`src/rtl/frame_tx_port.sv`:
```
module frame_tx_port #(
  parameter int W = 8
) (
  input  logic         clk,
  input  logic         rst_n,
  input  logic         bclk,
  input  logic         fsync,
  input  logic         buf_wr,
  input  logic [W-1:0] buf_din,
  input  logic [1:0]   dly_sel,
  input  logic [1:0]   int_mode,
  input  logic         ien_undf,
  input  logic         ien_serr,
  input  logic         clr_wr,
  input  logic [1:0]   clr_mask,
  input  logic         leg_clr,
  output logic         dout,
  output logic         buf_empty,
  output logic         undf_flag,
  output logic         serr_flag,
  output logic         serr_legacy,
  output logic         irq_n,
  output logic         tx_int
);
  localparam int CW = $clog2(W + 1);

  logic          bclk_q, fs_q;
  logic [W-1:0]  xbuf, sr;
  logic          buf_full, sr_valid, pend;
  logic [CW-1:0] bits_left;
  logic [1:0]    pdly;

  wire       rise      = bclk & ~bclk_q;
  wire       fall      = ~bclk & bclk_q;
  wire       sync_evt  = fall & fsync & ~fs_q;
  wire [1:0] dsel      = (dly_sel == 2'd3) ? 2'd2 : dly_sel;
  wire       window_ok = ~pend & (bits_left <= CW'(dsel));
  wire       accept    = sync_evt & window_ok;
  wire       sync_bad  = sync_evt & ~window_ok;
  wire       start     = rise & pend & (pdly == 2'd0);
  wire       load      = ~sr_valid & buf_full & (bits_left == '0) & ~start;

  assign buf_empty = ~buf_full;
  assign irq_n     = ~((undf_flag & ien_undf) | (serr_flag & ien_serr));

  always_ff @(posedge clk) begin
    if (!rst_n) begin
      bclk_q      <= 1'b0;
      fs_q        <= 1'b0;
      xbuf        <= '0;
      sr          <= '0;
      buf_full    <= 1'b0;
      sr_valid    <= 1'b0;
      pend        <= 1'b0;
      pdly        <= 2'd0;
      bits_left   <= '0;
      dout        <= 1'b0;
      undf_flag   <= 1'b0;
      serr_flag   <= 1'b0;
      serr_legacy <= 1'b0;
      tx_int      <= 1'b0;
    end else begin
      bclk_q <= bclk;
      if (fall) fs_q <= fsync;

      if (buf_wr) begin
        xbuf     <= buf_din;
        buf_full <= 1'b1;
      end else if (load) begin
        buf_full <= 1'b0;
      end

      if (load) begin
        sr       <= xbuf;
        sr_valid <= 1'b1;
      end

      if (start) begin
        dout      <= sr_valid & sr[W-1];
        sr        <= sr_valid ? (sr << 1) : '0;
        sr_valid  <= 1'b0;
        bits_left <= CW'(W - 1);
        pend      <= 1'b0;
      end else if (rise) begin
        if (bits_left != '0) begin
          dout      <= sr[W-1];
          sr        <= sr << 1;
          bits_left <= bits_left - CW'(1);
        end
        if (pend) pdly <= pdly - 2'd1;
      end

      if (accept) begin
        pend <= 1'b1;
        pdly <= dsel;
      end

      undf_flag   <= (start & ~sr_valid) | (undf_flag & ~(clr_wr & clr_mask[0]));
      serr_flag   <= sync_bad | (serr_flag & ~(clr_wr & clr_mask[1]));
      serr_legacy <= sync_bad | (serr_legacy & ~leg_clr);
      tx_int      <= sync_bad & (int_mode == 2'b11);
    end
  end
endmodule

```
`config.mk`:
```
export PLATFORM = sky130hd
export DESIGN_NAME = frame_tx_port
export DESIGN_NICKNAME = d
export VERILOG_FILES = /design/src/rtl/frame_tx_port.sv
export SDC_FILE = /design/constraint.sdc
export NUM_CORES = 1
export LEC_CHECK = 0
export BUFFER_PORTS_ARGS = -buffer_cell sky130_fd_sc_hd__clkbuf_2
export CAP_MARGIN = 0
export CORE_MARGIN = 3
export CORE_UTILIZATION = 30
export DETAILED_ROUTE_END_ITERATION = 12
export SLEW_MARGIN = 20
export SYNTH_ARGS = -nofsm -noshare
export SYNTH_HDL_FRONTEND = slang
export SYNTH_SLANG_ARGS = --single-unit
```
`constraint.sdc`:
```
create_clock -name clk -period 3.01 [get_ports clk]
set_clock_uncertainty 0.1 [all_clocks]
set_input_delay 0.602 -clock clk [delete_from_list [all_inputs] [get_ports clk]]
set_output_delay 0.602 -clock clk [all_outputs]
set_load 0.01 [all_outputs]
```
==> flow_summary.ini <==
[status]
status = finished clean

[placement]
dp_hpwl_um = 2140
port_buffers = 29
gp_congestion = 0.684
dp_cells = 248

[power_and_ir_drop]
p_sw_frac = 0.337
power_density_nw_per_um2 = 803
clkPwrFrac = 0.284
ir_drop_mv = 0.446
p_leak_nw = 0.711
power.switching_mw = 0.483
power_frac_seq = 0.404
cellInternalPower_mw = 0.949
power_frac_comb = 0.312

[synthesis]
ys_ff_latch = 32
synth.avg_cell_area_um2 = 9.18
syn_inst = 162
seq_area_frac_synth = 0.431
synth_edf_count = 0
synth-async-reset-ratio = 0
yosysUniqueCellTypes = 39
ys_warn_count = 0
syn_nets = 189
dominantRegCellSynth = dfxtp_1
syn_area_um2 = 1490

[cts]
htreeDepth = 2
path_clk_slew_ns = 0.07
clockBufferDepth = 2
clk_latency_ns = 0.28
cts_hold_buffers = 0
cts.repair.resized = 0
cts_sinks = 32
post_cts_buffers = 0
cts-buffers-inserted = 5
cts_tree = built
root_buffer = clkbuf_8

[timing]
slew_violations = 0
whs_ns = 0.375
fin_crit_sh = 0.700
worst_pin_slew_ns = 0.796
final-setup-viol-count = 0
min_period_ns = 2.11
max_freq_mhz = 475
relSlewSlack = 0.469
setup_tns_ns = 0
rsz0062_at_grt = false
hold_violations = 0

[critical_path]
crit_arrival_ns = 2.13
worstReg2RegStart = bits_left[0]
regToRegEndpoint = sr[2]
reg2reg_depth = 6
cp-end-kind = register
crit_path_start_kind = register
cp.required_ns = 3.04
worstSetupPathType = reg -> reg
rrSetupSlack_ns = 0.90
worstPathMaxFanout = 8

[floorplan]
fp.dieW_um = 76.4
initial_utilization = 0.326
core_area_um2 = 4560
fp.dieH_um = 76.4
fp.dieArea_um2 = 5840
ios = 30
row_count = 24

[job]
drv_cap = 0

[finish]
drive_gt1_frac = 0.236
nets = 217
final_util = 0.390
antenna_cells = 0
final_cells = 256
n_fill_cell = 491
area_growth_pct = 19.9

[global_route]
grt_pass1_wl_um = 5280
antenna_found_initial = 0
grtUsageTotal = 0.109
grt_overflow = 0
grt_max_degree = 25
first_global_vias = 1196

[routing]
route.vias.total = 1217
wl_per_cell_um = 11.9
first_pass_iters = 4
ant_nets = 0
viasPerCell = 4.75
drc = 0
drt_iter0_drc = 17
totalWireLength_um = 3050

[worst_hold_path]
hold_depth = 2
hold_path.class = reg -> reg
min_to = sr[6]
hp-start = sr[6]
==> power groups by stage <==
stage          combinational (mW)  clock [mW]  sequential, mW
2_1_floorplan               0.405           0           0.558
3_5_place_dp                0.446           0           0.586
6_report                    0.447       0.407           0.578
3_3_place_gp                0.444           0           0.585
4_1_cts                     0.448       0.418           0.578
5_1_grt                     0.511       0.439           0.589
==> cells by family after synthesis <==
family | after synthesis | share of synthesized area
buffers and inverters | 16 | 0.0488
AOI/OAI and AO/OA | 42 | 0.194
xor gates and xnor gates | 4 | 0.0236
muxes | 11 | 0.0741
adders and majority gates | 4 | 0.0337
DFF | 32 | 0.431
and+or+nand+nor | 53 | 0.194
==> state kept, by name, indices dropped and copies added (netlist names) <==
signal and flops:
sr 8, xbuf 8, bits_left 4, pdly 2, bclk_q 1, buf_full 1, dout 1, fs_q 1
pend 1, serr_flag 1, serr_legacy 1, sr_valid 1, tx_int 1, undf_flag 1
==> worst max-delay path: stages, from the launching register on <==
cell and delay (ns):
dfxtp_1 0.31, inv_1 0.11, ha_1 0.19, or3b_1 0.45
or3_1 0.50, a21oi_1 0.20, a221oi_1 0.09
==> cell usage after synthesis, drive strengths merged, types with 2 or more instances <==
master | number | area share
a21boi | 2 | 0.013
a21oi | 14 | 0.052
a221oi | 6 | 0.044
a22oi | 2 | 0.010
buf | 4 | 0.019
clkbuf | 5 | 0.013
dfxtp | 32 | 0.43
ha | 4 | 0.034
inv | 7 | 0.018
mux2i | 11 | 0.074
nand2 | 5 | 0.013
nand3 | 10 | 0.034
nor2 | 16 | 0.040
nor2b | 6 | 0.025
nor3 | 7 | 0.031
o21a | 5 | 0.025
o21ai | 10 | 0.034
xnor2 | 2 | 0.012
xor2 | 2 | 0.012
==> through the flow <==
stage / worst slack, ns / cell area (um^2) / power [mW]
2_1_floorplan: 1.10 / 1490 / 0.964
3_3_place_gp: 0.823 / 1670 / 1.03
3_5_place_dp: 0.765 / 1670 / 1.03
4_1_cts: 0.895 / 1780 / 1.44
5_1_grt: 0.769 / 1780 / 1.54
6_report: 0.904 / 1780 / 1.43
==> metal layers <==
metal	up-vias	share of wire	track usage
li1	634	-	-
met1	542	0.48	0.133
met2	34	0.44	0.175
met3	7	0.057	0.0319
met4	0	0.019	0.0543
met5	-	0	0
==> how the worst max path moves through the flow <==
| stage | from | end | slack, ns |
|---|---|---|---|
| final | bits_left[0] | sr[2] | 0.90 |
| after global routing | bits_left[0] | sr[1] | 0.77 |
| after CTS | bits_left[0] | sr[3] | 0.90 |
| after detailed placement | bclk | dout | 0.77 |
| after global placement | dly_sel[1] | tx_int | 0.82 |
| after floorplan | bits_left[0] | sr[7] | 1.10 |
==> cell usage in the layout, fill, tap and decap left out, types with 2 or more instances in the layout <==
cell      Yosys  layout
nor2b_1       6       6
o21ai_1       2       2
nand3_1      10      10
xnor2_1       2       2
clkbuf_2      0      29
clkbuf_8      0       5
xor2_1        2       2
nor3_1        6       6
dfxtp_1      32      32
inv_1         7       7
mux2i_1      11      11
a22oi_1       2       2
ha_1          4       4
o21a_1        5       5
nor2_1       16      16
a221oi_2      2       2
o21ai_0       8       8
a21oi_2       2       2
a221oi_1      4       4
nand2_1       5       5
a21oi_1      12      12
==> area by class of cell <==
class | count | area, um^2 | share of cell area
sequential | 32 | 641 | 0.360
clock buffer | 6 | 72.6 | 0.0407
inverter | 7 | 26.3 | 0.0147
clock inverter | 2 | 35.0 | 0.0197
tap | 65 | 81.3 | 0.0456
multi-input combinational | 114 | 773 | 0.434
timing repair buffer | 30 | 153 | 0.0857
(Power assumes the default switching activity.)
